--- config.mk ---
export PLATFORM = sky130hd
export DESIGN_NAME = i2c_bus_monitor
export DESIGN_NICKNAME = d
export VERILOG_FILES = /design/src/rtl/i2cmon_pkg.sv /design/src/rtl/i2cmon_line_filter.sv /design/src/rtl/i2cmon_cond_detect.sv /design/src/rtl/i2cmon_bus_tracker.sv /design/src/rtl/i2c_bus_monitor.sv
export SDC_FILE = /design/constraint.sdc
export NUM_CORES = 1
export LEC_CHECK = 0
export BUFFER_PORTS_ARGS = -buffer_cell sky130_fd_sc_hd__buf_2
export CAP_MARGIN = 20
export CORE_UTILIZATION = 25
export DETAILED_ROUTE_END_ITERATION = 8
export PLACE_DENSITY = 0.44
export RECOVER_POWER = 100
export SYNTH_ARGS = -nofsm -noshare
export SYNTH_HDL_FRONTEND = slang
export SYNTH_SLANG_ARGS = --single-unit
--- constraint.sdc ---
create_clock -name clk -period 1.45 [get_ports clk]
set_input_delay 0.145 -clock clk [delete_from_list [all_inputs] [get_ports clk]]
set_output_delay 0.145 -clock clk [all_outputs]
set_load 0.01 [all_outputs]
--- src/rtl/i2cmon_pkg.sv ---
package i2cmon_pkg;

  typedef enum logic [1:0] {
    BUS_IDLE = 2'd0,
    BUS_BUSY = 2'd1,
    BUS_FREE = 2'd2
  } bus_state_e;

  typedef struct packed {
    logic start;
    logic stop;
    logic scl_rise;
  } line_ev_t;

endpackage

--- src/rtl/i2cmon_line_filter.sv ---
module i2cmon_line_filter #(
  parameter int SYNC_STAGES = 2,
  parameter int FILT_LEN    = 3
) (
  input  logic clk,
  input  logic rst,
  input  logic raw_i,
  output logic level_o
);
  localparam int CW = $clog2(FILT_LEN + 1);

  logic [SYNC_STAGES-1:0] sync_q;
  logic [CW-1:0]          cnt_q;
  logic                   level_q;
  logic                   sampled;

  assign sampled = sync_q[SYNC_STAGES-1];
  assign level_o = level_q;

  always_ff @(posedge clk) begin
    if (rst) sync_q <= '1;
    else     sync_q <= {sync_q[SYNC_STAGES-2:0], raw_i};
  end

  always_ff @(posedge clk) begin
    if (rst) begin
      level_q <= 1'b1;
      cnt_q   <= '0;
    end else if (sampled == level_q) begin
      cnt_q <= '0;
    end else if (cnt_q == CW'(FILT_LEN - 1)) begin
      level_q <= sampled;
      cnt_q   <= '0;
    end else begin
      cnt_q <= cnt_q + 1'b1;
    end
  end

  AST_FILT_ACCEPT: assert property (@(posedge clk) disable iff (rst)
    (level_q != $past(level_q)) |-> ($past(sampled) == level_q));

endmodule

--- src/rtl/i2cmon_cond_detect.sv ---
module i2cmon_cond_detect
  import i2cmon_pkg::*;
(
  input  logic     clk,
  input  logic     rst,
  input  logic     scl_f,
  input  logic     sda_f,
  output line_ev_t ev_o
);
  logic     scl_q, sda_q;
  line_ev_t ev_q;

  assign ev_o = ev_q;

  always_ff @(posedge clk) begin
    if (rst) begin
      scl_q <= 1'b1;
      sda_q <= 1'b1;
      ev_q  <= '0;
    end else begin
      scl_q         <= scl_f;
      sda_q         <= sda_f;
      ev_q.start    <= scl_f & scl_q & sda_q & ~sda_f;
      ev_q.stop     <= scl_f & scl_q & ~sda_q & sda_f;
      ev_q.scl_rise <= scl_f & ~scl_q;
    end
  end

  AST_RISE_EXCL: assert property (@(posedge clk) disable iff (rst)
    ev_q.scl_rise |-> !(ev_q.start || ev_q.stop));

endmodule

--- src/rtl/i2cmon_bus_tracker.sv ---
module i2cmon_bus_tracker
  import i2cmon_pkg::*;
#(
  parameter int FREE_CYCLES = 235,
  parameter int FRAME_BITS  = 9,
  localparam int IW = $clog2(FRAME_BITS)
) (
  input  logic          clk,
  input  logic          rst,
  input  line_ev_t      ev_i,
  output logic          start_o,
  output logic          rstart_o,
  output logic          stop_o,
  output logic          busy_o,
  output logic          bit_o,
  output logic [IW-1:0] bit_idx_o
);
  localparam int TW = $clog2(FREE_CYCLES + 1);

  bus_state_e    state_q;
  logic [TW-1:0] tmr_q;
  logic [IW-1:0] nxt_q;

  assign busy_o = (state_q != BUS_IDLE);

  always_ff @(posedge clk) begin
    if (rst) begin
      state_q   <= BUS_IDLE;
      tmr_q     <= '0;
      nxt_q     <= '0;
      start_o   <= 1'b0;
      rstart_o  <= 1'b0;
      stop_o    <= 1'b0;
      bit_o     <= 1'b0;
      bit_idx_o <= '0;
    end else begin
      start_o  <= 1'b0;
      rstart_o <= 1'b0;
      stop_o   <= ev_i.stop;
      bit_o    <= 1'b0;
      if (ev_i.start) begin
        if (state_q == BUS_BUSY) rstart_o <= 1'b1;
        else                     start_o  <= 1'b1;
        state_q <= BUS_BUSY;
        nxt_q   <= '0;
        tmr_q   <= '0;
      end else if (ev_i.stop) begin
        if (state_q != BUS_IDLE) begin
          state_q <= BUS_FREE;
          tmr_q   <= '0;
        end
      end else if (state_q == BUS_FREE) begin
        if (tmr_q == TW'(FREE_CYCLES - 1)) state_q <= BUS_IDLE;
        else                               tmr_q   <= tmr_q + 1'b1;
      end
      if (ev_i.scl_rise && !ev_i.start && state_q == BUS_BUSY) begin
        bit_o     <= 1'b1;
        bit_idx_o <= nxt_q;
        nxt_q     <= (nxt_q == IW'(FRAME_BITS - 1)) ? '0 : nxt_q + 1'b1;
      end
    end
  end

  AST_PULSE_ONEHOT: assert property (@(posedge clk) disable iff (rst)
    $onehot0({start_o, rstart_o, stop_o}));
  AST_START_SETS_BUSY: assert property (@(posedge clk) disable iff (rst)
    start_o |-> busy_o);
  AST_RSTART_HELD: assert property (@(posedge clk) disable iff (rst)
    rstart_o |-> (busy_o && $past(busy_o)));
  AST_FALL_AFTER_FREE: assert property (@(posedge clk) disable iff (rst)
    $fell(busy_o) |-> ($past(state_q) == BUS_FREE));
  AST_TMR_RANGE: assert property (@(posedge clk) disable iff (rst)
    tmr_q < TW'(FREE_CYCLES));
  AST_BIT_IN_BUSY: assert property (@(posedge clk) disable iff (rst)
    bit_o |-> busy_o);
  AST_IDX_RANGE: assert property (@(posedge clk) disable iff (rst)
    bit_o |-> (bit_idx_o < IW'(FRAME_BITS)));

endmodule

--- src/rtl/i2c_bus_monitor.sv ---
module i2c_bus_monitor
  import i2cmon_pkg::*;
#(
  parameter int SYNC_STAGES = 2,
  parameter int FILT_LEN    = 3,
  parameter int FREE_CYCLES = 235,
  parameter int FRAME_BITS  = 9,
  localparam int IDX_W = $clog2(FRAME_BITS)
) (
  input  logic             clk,
  input  logic             rst,
  input  logic             scl_i,
  input  logic             sda_i,
  output logic             start_o,
  output logic             rstart_o,
  output logic             stop_o,
  output logic             busy_o,
  output logic             bit_o,
  output logic [IDX_W-1:0] bit_idx_o
);
  localparam int NLINES = 2;

  logic [NLINES-1:0] raw;
  logic [NLINES-1:0] filt;
  line_ev_t          ev;

  assign raw = {scl_i, sda_i};

  for (genvar g = 0; g < NLINES; g++) begin : g_line
    i2cmon_line_filter #(
      .SYNC_STAGES(SYNC_STAGES),
      .FILT_LEN   (FILT_LEN)
    ) u_filt (
      .clk    (clk),
      .rst    (rst),
      .raw_i  (raw[g]),
      .level_o(filt[g])
    );
  end

  i2cmon_cond_detect u_det (
    .clk  (clk),
    .rst  (rst),
    .scl_f(filt[1]),
    .sda_f(filt[0]),
    .ev_o (ev)
  );

  i2cmon_bus_tracker #(
    .FREE_CYCLES(FREE_CYCLES),
    .FRAME_BITS (FRAME_BITS)
  ) u_trk (
    .clk      (clk),
    .rst      (rst),
    .ev_i     (ev),
    .start_o  (start_o),
    .rstart_o (rstart_o),
    .stop_o   (stop_o),
    .busy_o   (busy_o),
    .bit_o    (bit_o),
    .bit_idx_o(bit_idx_o)
  );

endmodule

* Word level (Yosys, flattened, before mapping)
Index checks and enable logic that the tools add are counted.
** Word-level totals
- Bits of input ports :: 4
- Word-level logic and storage cells :: 80
- Register bits :: 37
- Output and inout bits :: 9
** Cells by class
- Bitwise logic cells :: 12
- Reductions and logical operators :: 18
- Equality and inequality tests :: 11
- Add/subtract/negate cells :: 4
- Muxes and demuxes :: 15
** Operators by type and width (number)
- 2-to-1 mux 8 bit :: 4
- 2-to-1 mux 4 bit :: 3
- AND reduction 3 bit :: 3
- adder 8 x 1 -> 8 bit (second input constant) :: 1
- == test 8 bit (second input constant) :: 1
- 2-to-1 mux 2 bit :: 4
- nonzero test 2 bit :: 4
- bitwise AND 1 bit :: 6
- == test 2 bit (second input constant) :: 3
- inverter 1 bit :: 6
- nonzero test 3 bit :: 2
- OR reduction 3 bit :: 2
- adder 2 x 1 -> 2 bit (second input constant) :: 2
- adder 4 x 1 -> 4 bit (second input constant) :: 1
- == test 4 bit (second input constant) :: 1
- 2-to-1 mux 1 bit :: 4
- != test 2 bit (second input constant) :: 2
- AND reduction 2 bit :: 2
- OR reduction 2 bit :: 2
- != test 3 x 2 -> 1 bit (second input constant) :: 1
- == test 1 bit :: 2
- == test 2 x 1 -> 1 bit (second input constant) :: 1
- logical AND 1 bit :: 2
- zero test 1 bit :: 1

* Depth between registers and ports, before layout
Gate-level depths: netlist of the first run.
- Depth in word-level cells :: 5
- Mapped depth :: 6
- Mapped depth without buffers :: 6

* Hierarchy
A second synthesis of the first run with hierarchy kept.
** Second synthesis, totals
- Cell total of the unflattened synthesis :: 161
- Area total of the unflattened synthesis :: 1531.5 um^2
** By module, submodules not included
- i2cmon_bus_tracker :: cells an instance 122, sequential area each 440.4 um^2, times used 1, area an instance 1033.5 um^2
- i2cmon_line_filter :: cells an instance 14, sequential area each 100.1 um^2, times used 2, area an instance 166.4 um^2
- i2cmon_cond_detect :: cells an instance 11, sequential area each 100.1 um^2, times used 1, area an instance 165.2 um^2

* Worst setup path after synthesis of the first run
Ideal clock, no wire load.
- Path type :: register -> register
- Start :: reg u_trk.tmr_q[0]
- End :: reg u_trk.tmr_q[5]
- Data arrival time :: 1349 ps
- Period minus slack after synthesis :: 1466 ps
- Stages on the path, launching flop included :: 7
- Path buffers :: 0
- Data required time :: 1333 ps
- Library setup time :: 117 ps
- Path slack :: -16 ps
- Cell sequence :: dfxtp_1 -> inv_1 -> ha_1 -> and4_1 -> a21oi_4 -> nand2_1 -> a32o_1
** Between the ends
- Cells in the longest elaborated chain, start to end :: 4
- Elaborated cells between the ends (all ways) :: 7
- Those cells by class :: 1 x add/sub; 2 x eq/ne; 3 x mux; 1 x reduce/logical
** Ends and longest elaborated chain
- from (decl) :: line i2cmon_bus_tracker.sv:21 : logic [TW-1:0] tmr_q;
- from (signal assigned) :: line i2cmon_bus_tracker.sv:54 : else tmr_q <= tmr_q + 1'b1;
- adder 8 x 1 -> 8 bit :: line i2cmon_bus_tracker.sv:54
- 2-to-1 mux 8 bit :: line i2cmon_bus_tracker.sv:53 : if (tmr_q == TW'(FREE_CYCLES - 1)) state_q <= BUS_IDLE;
- 2-to-1 mux 8 bit :: line i2cmon_bus_tracker.sv:52 : end else if (state_q == BUS_FREE) begin
- 2-to-1 mux 8 bit :: line i2cmon_bus_tracker.sv:47 : end else if (ev_i.stop) begin
Parallel ways exist; a longest one is shown, timed or not. The select of a mux whose other input is x is not followed.
A chain may end at the register's enable or synchronous reset.

* Worst setup path after layout of the first run
- Start :: reg u_trk.tmr_q[0]
- End :: reg u_trk.tmr_q[7]
The elaborated chain is that of the path after synthesis.

==> results of run 1 <==
cells in the final DEF, fill, tap and decap left out, drive strengths merged:
cell type,count
nand3,3
nor4b,1
clkbuf,18
nor4,2
dfxtp,37
a32o,2
a21oi,16
mux2i,4
and2,2
nor3b,4
xnor2,2
a41oi,1
and4,1
o2111ai,1
or4b,1
o21ai,11
nand2b,1
nor3,3
ha,6
nand4,1
or2,8
clkinvlp,2
nor2b,3
and3b,1
a211o,2
nor2,16
nand2,14
buf,11
nand3b,2
or3,2
a21o,1
inv,7
worst max-delay path by stage:
| stage | start | end | slack (ns) | cells after the start |
|---|---|---|---|---|
| floorplan | u_trk.tmr_q[0] | u_trk.tmr_q[5] | 0.007 | 6 |
| global placement | u_trk.tmr_q[0] | u_trk.tmr_q[5] | -0.003 | 6 |
| detailed placement | u_trk.tmr_q[0] | u_trk.tmr_q[7] | -0.05 | 6 |
| CTS | u_trk.tmr_q[0] | u_trk.tmr_q[7] | 0.01 | 6 |
| global route | u_trk.tmr_q[0] | u_trk.tmr_q[7] | -0.06 | 6 |
| finish | u_trk.tmr_q[0] | u_trk.tmr_q[7] | 0.03 | 6 |
flip-flops by register name, indices dropped and copies added (netlist names):
name,count
u_trk.bit_idx_o,4
u_trk.stop_o,1
u_det.scl_q,1
u_trk.tmr_q,8
g_line.u_filt.cnt_q,4
u_trk.state_q,2
g_line.u_filt.sync_q,4
u_det.sda_q,1
u_det.ev_o,3
u_trk.nxt_q,4
g_line.u_filt.level_o,2
u_trk.rstart_o,1
u_trk.start_o,1
u_trk.bit_o,1
worst max-delay path: cells and delay by family, from the launching register on:
family,cells,cell delay [ns]
AND/OR/NAND/NOR,2,0.27
AO/OA/AOI/OAI,2,0.50
flip-flops,1,0.34
adder cells (fa/ha/maj),1,0.15
buffers and inverters,1,0.05
layer usage:
layer / GRT usage / routed length [um] / up-vias
met4: 0.0600 / 82 / 0
met5: 0 / 0 / -
li1: - / - / 602
met1: 0.131 / 1380 / 552
met3: 0.0368 / 106 / 9
met2: 0.171 / 1440 / 14
synth_stat cells (3+ instances only):
master	number	share of area
ha_1	6	0.050
nor2_1	16	0.040
dfxtp_1	37	0.50
nor2b_1	3	0.013
a21oi_1	15	0.050
or2_2	8	0.033
mux2i_1	4	0.027
nor3_1	3	0.010
inv_1	7	0.018
nand3_1	3	0.010
nor3b_1	4	0.020
nand2_1	14	0.035
o21ai_0	11	0.037
layout make-up:
class,instances,area (um2),area share
Sequential cell,37,748,0.417
Multi-Input combinational cell,111,722,0.402
Timing Repair Buffer,23,120,0.0669
Tap cell,72,90.1,0.0502
Clock buffer,6,72.6,0.0404
Inverter,7,26.3,0.0146
Clock inverter,2,15.0,0.00837
timing repair:
item,CTS,global route
pin swaps,5,7
setup endpoints to repair,3,7
gates resized for setup,2,11
hold buffers,0,0
setup buffers,1,0
kinds of logic (layout without fill, tap and decap cells):
group | Yosys count | in the layout | synth area share
muxes | 4 | 4 | 0.0268
buffers and inverters | 13 | 38 | 0.0351
xor gates and xnor gates | 2 | 2 | 0.0117
and+or+nand+nor | 65 | 65 | 0.241
AOI/OAI and AO/OA | 34 | 34 | 0.140
DFF | 37 | 37 | 0.495
adders and majority gates | 6 | 6 | 0.0502
stage by stage:
stage | hold slack (ns) | area (um2) | setup WS (ns)
floorplan | 0.249 | 1500 | 0.00703
global placement | 0.332 | 1690 | -0.00279
detailed placement | 0.330 | 1690 | -0.0453
CTS | 0.0203 | 1790 | 0.00972
global route | 0.0161 | 1790 | -0.0591
finish | 0.0332 | 1790 | 0.0327
power groups by stage:
stage          Sequential [uW]  Clock [uW]  Combinational [uW]
2_1_floorplan             1050           0                45.8
3_3_place_gp              1050           0                61.4
3_5_place_dp              1050           0                62.4
4_1_cts                   1030         741                62.8
5_1_grt                   1030         795                68.0
6_report                  1030         710                59.4
==> run metrics, run 1 <==
post-synthesis sequential area ratio 0.495; DRT iter0 DRCs 95; ANT cells 0; TritonRoute pass-1 iters 4; number of global-route vias before repair about 1200; crit-path max FO 8; max-cap violation count 0; max-slew violations 0; Primary FF master, synth dfxtp_1; fin util 0.318; Syn Nets 171; cell chain of the critical path inv_2 -> ha_4 -> and4_4 -> a21oi_4 -> nand2_1 -> a32o_1; I/O Pins 13; clock latency on the worst-skew pair 0.29 ns; Setup TNS 0 ns; Final Hold Viols 0; nets 195; core area 5640 um2; sequential share of power 0.573; quantity of I/O buffers inserted on ports 12; share of layout cells above drive strength 1 0.210; hold path startpoint scl_i; Die Area 6290 um2; CTS tree built; Comb pwr share 0.033; # fillers 598; R2R Setup Slk roughly 0.033 ns; Clock Tree Buf Depth 2; Critical Path End Type flop; Sink Count 37; syn avg cell area 9.29 um2; Hold Path Class in -> reg; r2r startpoint u_trk.tmr_q[0]; Reg clk slew, reported paths 0.07 ns; Worst path slowest cell dfxtp_2; CP startpoint kind flop; Synth Warn # 0; status complete, no violations; LEAKAGE 0.000647 uW; number of synthesized flops with an enable pin 0; count of different cell masters after synthesis 35; CTS buffer count 5; Non-Filler Instances approximately 260; routed vias/inst 4.56; Area growth, synth to finish 20.0%; reg-to-reg critical path endpoint u_trk.tmr_q[7]; Clock power frac 0.394; root buffer cell clkbuf_8; Worst EP arrival about 1.6 ns; Power Internal approximately 1400 uW; Initial Utilization 0.265; initial antenna violation count 0; Switch Pwr 410 uW; FMAX 706 MHz; Cell Area, Synth between 1000 and 1500 um2; Final Setup Violations 0; Worst Skew 0.00367 ns; Die Width 79.3 um; # DRC 0; Seq cells post-synth 37; Worst VDD drop 0.624 mV; drt total wl between 3000 and 4000 um; via count 1177; Die Y between 70 and 80 um; Crit Path Category reg -> reg; row cnt 27; switch share 0.228; Power Total 1800 uW; GRT Util Overall 0.109; pwr dens 1000 nW/um2; asr flop ratio synth 0; first-pass GRT wire length 5280 um; R2R depth 6; Hold Path End g_line[1].u_filt.sync_q[0]; antenna-violating nets left 0; Final GP Congestion 0.733; WL/cell 11.7 um; largest net degree at the start of global routing 23; Worst-Margin Slew between 0.7 and 0.8 ns; Tcrit/Tclk final 0.977; crit path time final 1.42 ns; # H-tree levels 2; unrepaired setup endpoints after global routing true; Req. time, crit path between 1.5 and 2 ns; CP max stage delay 0.34 ns; cell count after synthesis roughly 160; Hold Path Depth 2; Worst slew margin 0.472; hpwl dp 2130 um; placed instance count 249; total gr overflow 0
(Power assumes the default switching activity.)
==> run 2, diff against run 1 <==
--- a/config.mk
+++ b/config.mk
@@ -5,7 +5,7 @@
 export SDC_FILE = /design/constraint.sdc
 export NUM_CORES = 1
 export LEC_CHECK = 0
-export BUFFER_PORTS_ARGS = -buffer_cell sky130_fd_sc_hd__buf_2
+export BUFFER_PORTS_ARGS = -buffer_cell sky130_fd_sc_hd__buf_4
 export CAP_MARGIN = 20
 export CORE_UTILIZATION = 25
 export DETAILED_ROUTE_END_ITERATION = 8
==> run metrics, run 2 (synthesis results as in run 1) <==
reg-to-reg critical path endpoint u_trk.tmr_q[7]; max-slew violations 0 (unchanged); Reg clk slew, reported paths 0.07 ns (about the same); CTS tree built; Final Setup Violations 0 (unchanged); row cnt 27 (unchanged); antenna-violating nets left 0 (unchanged); Initial Utilization 0.265 (unchanged); CTS buffer count 5 (unchanged); Top reg by flops u_trk.tmr_q; I/O Pins 13 (unchanged); Worst EP arrival 1.61 ns (about the same); hpwl dp 2160 um (+1.2%); Worst VDD drop 0.581 mV (-6.9%); Power Internal 1390 uW (+0.12%); clock latency on the worst-skew pair 0.29 ns (about the same); number of global-route vias before repair 1124 (-5.3%); max-cap violation count 0 (unchanged); root buffer cell clkbuf_8; Clock Tree Buf Depth 2 (unchanged); Final GP Congestion 0.746 (+1.8%); largest net degree at the start of global routing 23 (unchanged); sequential share of power 0.572 (about the same); LEAKAGE 0.000645 uW (-0.42%); pwr dens 1000 nW/um2 (+0.12%); R2R Setup Slk 0.02 ns (about the same); crit path time final 1.43 ns (+0.0123 ns); crit-path max FO 7 (-1); core area 5640 um2 (unchanged); Hold Path Class in -> reg; share of layout cells above drive strength 1 0.188 (-0.0215); TritonRoute pass-1 iters 4 (unchanged); first-pass GRT wire length 5090 um (-3.7%); WL/cell 11.7 um (+0.13%); FMAX 700 MHz (-0.86%); Tcrit/Tclk final 0.986 (+0.00848); R2R depth 6 (unchanged); unrepaired setup endpoints after global routing true; Worst Skew 0.00189 ns (-0.00178 ns); Switch Pwr 412 uW (+0.41%); ANT cells 0 (unchanged); Crit Path Category reg -> reg; r2r startpoint u_trk.tmr_q[0]; # DRC 0 (unchanged); Die Area 6290 um2 (unchanged); Hold Path Depth 2 (unchanged); Sink Count 37 (unchanged); via count 1178 (+0.085%); cts hold-fix bufs 0 (unchanged); Final Hold Viols 0 (unchanged); initial antenna violation count 0 (unchanged); commonest cells after routing, fill and taps aside dfxtp_1 (34), nor2_1 (15), a21oi_1 (15), nand2_1 (14), clkbuf_1 (14); Area growth, synth to finish 20.1% (about the same); total gr overflow 0 (unchanged); Non-Filler Instances 258 (unchanged); final design instance area without fill 1800 um2 (about the same); commonest non-fill, non-tap cell in the layout dfxtp_1; # H-tree levels 2 (unchanged); Worst-Margin Slew 0.784 ns (-0.00842 ns); Die Y 79.3 um (unchanged); Comb pwr share 0.034 (about the same); # fillers 596 (-0.33%); drt total wl 3020 um (+0.13%); Power Total 1800 uW (+0.19%); Req. time, crit path 1.63 ns (about the same); GRT Util Overall 0.107 (-0.00194); DRT iter0 DRCs 34 (-64%); switch share 0.228 (+0.000513); max reg flops 8 (unchanged); quantity of I/O buffers inserted on ports 12 (unchanged); status complete, no violations; hold path startpoint sda_i; Hold Path End g_line[0].u_filt.sync_q[0]; CP startpoint kind flop; Area after DPL 1720 um2 (+1.8%); Die Width 79.3 um (unchanged); nets 195 (unchanged); Clock power frac 0.394 (about the same); Critical Path End Type flop; routed vias/inst 4.57 (about the same); placed instance count 249 (unchanged); Worst slew margin 0.478 (+0.00561)
## run 2: cell count changes in the layout (fill, tap and decap cells not counted), sizes merged
cell    change
buf         -1
clkbuf      +1
## run 2: cell type report
type / count / area (um2) / area share
clock inverter: 2 / 15.0 / 0.00836
sequential: 37 / 744 / 0.415
multi-input combinational: 111 / 719 / 0.401
timing repair buffer: 23 / 128 / 0.0711
clock buffer: 6 / 72.6 / 0.0404
inverter: 7 / 26.3 / 0.0146
tap: 72 / 90.1 / 0.0502
## run 2: worst max path at each step
stage / start / to / slack [ns] / depth (start not counted)
finish: u_trk.tmr_q[0] / u_trk.tmr_q[7] / 0.02 / 6
global route: u_trk.tmr_q[0] / u_trk.tmr_q[7] / -0.05 / 6
CTS: u_trk.tmr_q[0] / u_trk.tmr_q[3] / -0.0001 / 6
detailed placement: u_trk.tmr_q[0] / u_trk.tmr_q[7] / -0.08 / 6
global placement: u_trk.tmr_q[0] / u_trk.tmr_q[7] / -0.009 / 6
floorplan: u_trk.tmr_q[0] / u_trk.tmr_q[5] / 0.007 / 6
## run 2: power by group through the flow
stage               clock [uW]  combinational [uW]  sequential [uW]
global placement             0                63.9             1050
detailed placement           0                65.4             1050
CTS                        748                65.9             1030
floorplan                    0                45.8             1050
global route               801                69.7             1030
finish                     710                62.0             1030
## run 2: repair_timing
| action | CTS | global route |
|---|---|---|
| endpoints found under the setup margin | 4 | 11 |
| pin swaps | 5 | 6 |
| cloned | 0 | 0 |
| buffers inserted | 1 | 0 |
| gates resized for setup | 4 | 6 |
## run 2: metrics by stage
stage | hold slack [ns] | utilization | setup slack, ns | TNS, ns
detailed placement | 0.333 | 0.306 | -0.0808 | -0.245
CTS | 0.0253 | 0.324 | -0.0000983 | -0.0000983
global route | 0.0140 | 0.318 | -0.0548 | -0.145
floorplan | 0.249 | - | 0.00703 | 0
finish | 0.0348 | 0.318 | 0.0205 | 0
global placement | 0.333 | 0.306 | -0.00893 | -0.0177
## run 2: per-layer routing
metal  vias up  part of all wire  global-route usage
li1        602                 -                   -
met1       552              0.48               0.132
met4         0             0.014              0.0418
met3         6             0.040              0.0414
met2        18              0.46               0.168
met5         -                 0                   0
## run 2: worst max-delay path, cell delays in order, from the launching register on
cell,delay [ns]
dfxtp_2,0.34
inv_2,0.05
ha_4,0.15
and4_4,0.20
a21oi_4,0.24
nand2_1,0.09
a32o_1,0.26
==> run 3, diff against run 2 <==
--- a/config.mk
+++ b/config.mk
@@ -9,7 +9,8 @@
 export CAP_MARGIN = 20
 export CORE_UTILIZATION = 25
 export DETAILED_ROUTE_END_ITERATION = 8
-export PLACE_DENSITY = 0.44
+export GPL_ROUTABILITY_DRIVEN = 1
+export PLACE_DENSITY = 0.37
 export RECOVER_POWER = 100
 export SYNTH_ARGS = -nofsm -noshare
 export SYNTH_HDL_FRONTEND = slang
==> run metrics, run 3 (synthesis results as in run 1) <==
Min Hold Slack 0.0412 ns (+0.00635 ns); TritonRoute pass-1 iters 4 (unchanged); # H-tree levels 2 (unchanged); CP startpoint kind flop; Worst EP arrival 1.57 ns (-0.04 ns); sequential share of power 0.572 (about the same); Power Internal 1390 uW (-0.49%); Hold Path Class in -> reg; Clock power frac 0.394 (about the same); via count 1163 (-1.3%); commonest non-fill, non-tap cell in the layout dfxtp_1; Worst-Margin Slew 0.862 ns (+0.0785 ns); GRT Util Overall 0.106 (-0.000946); Area growth, synth to finish 20.3%; Die Area 6290 um2 (unchanged); Final Hold Viols 0 (unchanged); Final Setup Violations 0 (unchanged); DRT iter0 DRCs 52 (+53%); total gr overflow 0 (unchanged); largest net degree at the start of global routing 23 (unchanged); Die Y 79.3 um (unchanged); WP buf/inv 1 (unchanged); Worst Skew 0.00664 ns (+0.00475 ns); placed instance count 253 (+1.6%); Initial Utilization 0.265 (unchanged); Switch Pwr 417 uW (+1.4%); Sink Count 37 (unchanged); Non-Filler Instances 260 (+0.78%); hpwl dp 2140 um (-0.65%); Critical Path End Type flop; LEAKAGE 0.000661 uW (+2.5%); status complete, no violations; CTS buffer count 5 (unchanged); core area 5640 um2 (unchanged); crit path time final 1.39 ns (-0.0400 ns); Worst path slowest cell dfxtp_2; cts hold-fix bufs 0 (unchanged); antenna-violating nets left 0 (unchanged); Die Width 79.3 um (unchanged); pwr dens 1000 nW/um2 (-0.19%); max-slew violations 0 (unchanged); Comb pwr share 0.034 (about the same); number of global-route vias before repair 1146 (+2.0%); unrepaired setup endpoints after global routing false; Worst slew margin 0.425 (-0.0523); nets 197 (+1.0%); first-pass GRT wire length 5120 um (+0.67%); FMAX 720 MHz (+2.9%); row cnt 27 (unchanged); switch share 0.232 (+0.00333); ANT cells 0 (unchanged); WL/cell 11.7 um (-0.34%); Worst VDD drop 0.432 mV (-26%); I/O Pins 13 (unchanged); # DRC 0 (unchanged); Clock Tree Buf Depth 2 (unchanged); root buffer cell clkbuf_8; CTS tree built; Req. time, crit path 1.63 ns (about the same); CP max stage delay 0.34 ns (about the same); cell chain of the critical path inv_2 -> ha_2 -> and4_4 -> a21oi_4 -> nand2_1 -> a32o_1; commonest cells after routing, fill and taps aside dfxtp_1 (33), nor2_1 (16), a21oi_1 (15), nand2_1 (14), buf_4 (13); postcts setup bufs 0 (-1); max reg flops 8 (unchanged); drt total wl 3030 um (+0.43%); Power Total 1800 uW (about the same); share of layout cells above drive strength 1 0.207 (+0.0193); max-cap violation count 0 (unchanged); Tcrit/Tclk final 0.958 (-0.0276); crit-path leading delay family compound AO/OA/AOI/OAI gates; Reg clk slew, reported paths 0.08 ns (about the same); Final GP Congestion 0.739 (-0.92%); quantity of I/O buffers inserted on ports 12 (unchanged); Crit Path Category reg -> reg; clock latency on the worst-skew pair 0.29 ns (about the same); crit-path max FO 8 (+1); routed vias/inst 4.47 (-2.0%); initial antenna violation count 0 (unchanged); Top reg by flops u_trk.tmr_q
## run 3: cell count changes in the layout (fill, tap and decap cells not counted), sizes merged
cell      change
clkinv        +2
buf           +3
clkbuf        -2
clkinvlp      -1
## run 3: per-stage QoR
stage	setup TNS (ns)	utilization	cell area [um2]	setup slack (ns)
global route	0	0.319	1800	0.00299
floorplan	0	-	1500	0.00703
CTS	0	0.326	1840	0.00790
finish	0	0.319	1800	0.0604
global placement	-0.00396	0.311	1750	-0.00219
detailed placement	-0.0668	0.311	1750	-0.0287
## run 3: layer usage
layer | wire length, um | vias to the layer above | share of wire | GRT usage
met3 | 103 | 5 | 0.034 | 0.0310
met5 | 0 | - | 0 | 0
met4 | 34 | 0 | 0.011 | 0.0491
met2 | 1380 | 21 | 0.46 | 0.167
met1 | 1510 | 536 | 0.50 | 0.133
li1 | - | 601 | - | -
## run 3: repair_timing
action,in CTS,in global routing
pin swaps,5,2
cloned,0,0
gates resized for setup,2,5
setup endpoints to repair,3,5
## run 3: layout make-up
class / count / area [um2]
inverter: 7 / 26.3
clock inverter: 3 / 17.5
multi-input combinational: 111 / 707
tap: 72 / 90.1
sequential: 37 / 746
fill: 593 / 3840
clock buffer: 5 / 68.8
timing repair buffer: 25 / 143
## run 3: power groups by stage
stage | logic, uW | registers [uW] | clock network (uW)
6_report | 61.7 | 1030 | 710
5_1_grt | 69.3 | 1030 | 795
4_1_cts | 65.4 | 1030 | 750
3_5_place_dp | 65.1 | 1050 | 0
3_3_place_gp | 64.3 | 1050 | 0
2_1_floorplan | 45.8 | 1050 | 0
## run 3: final timing paths
path              slack (ns)                         end  cells past startpoint                  startpoint
setup reg to reg        0.06              u_trk.tmr_q[7]                      6              u_trk.tmr_q[0]
hold reg to reg         0.41  g_line[0].u_filt.sync_q[1]                      1  g_line[0].u_filt.sync_q[0]
hold / removal          0.04  g_line[1].u_filt.sync_q[0]                      2                       scl_i
setup / recovery        0.06              u_trk.tmr_q[7]                      6              u_trk.tmr_q[0]
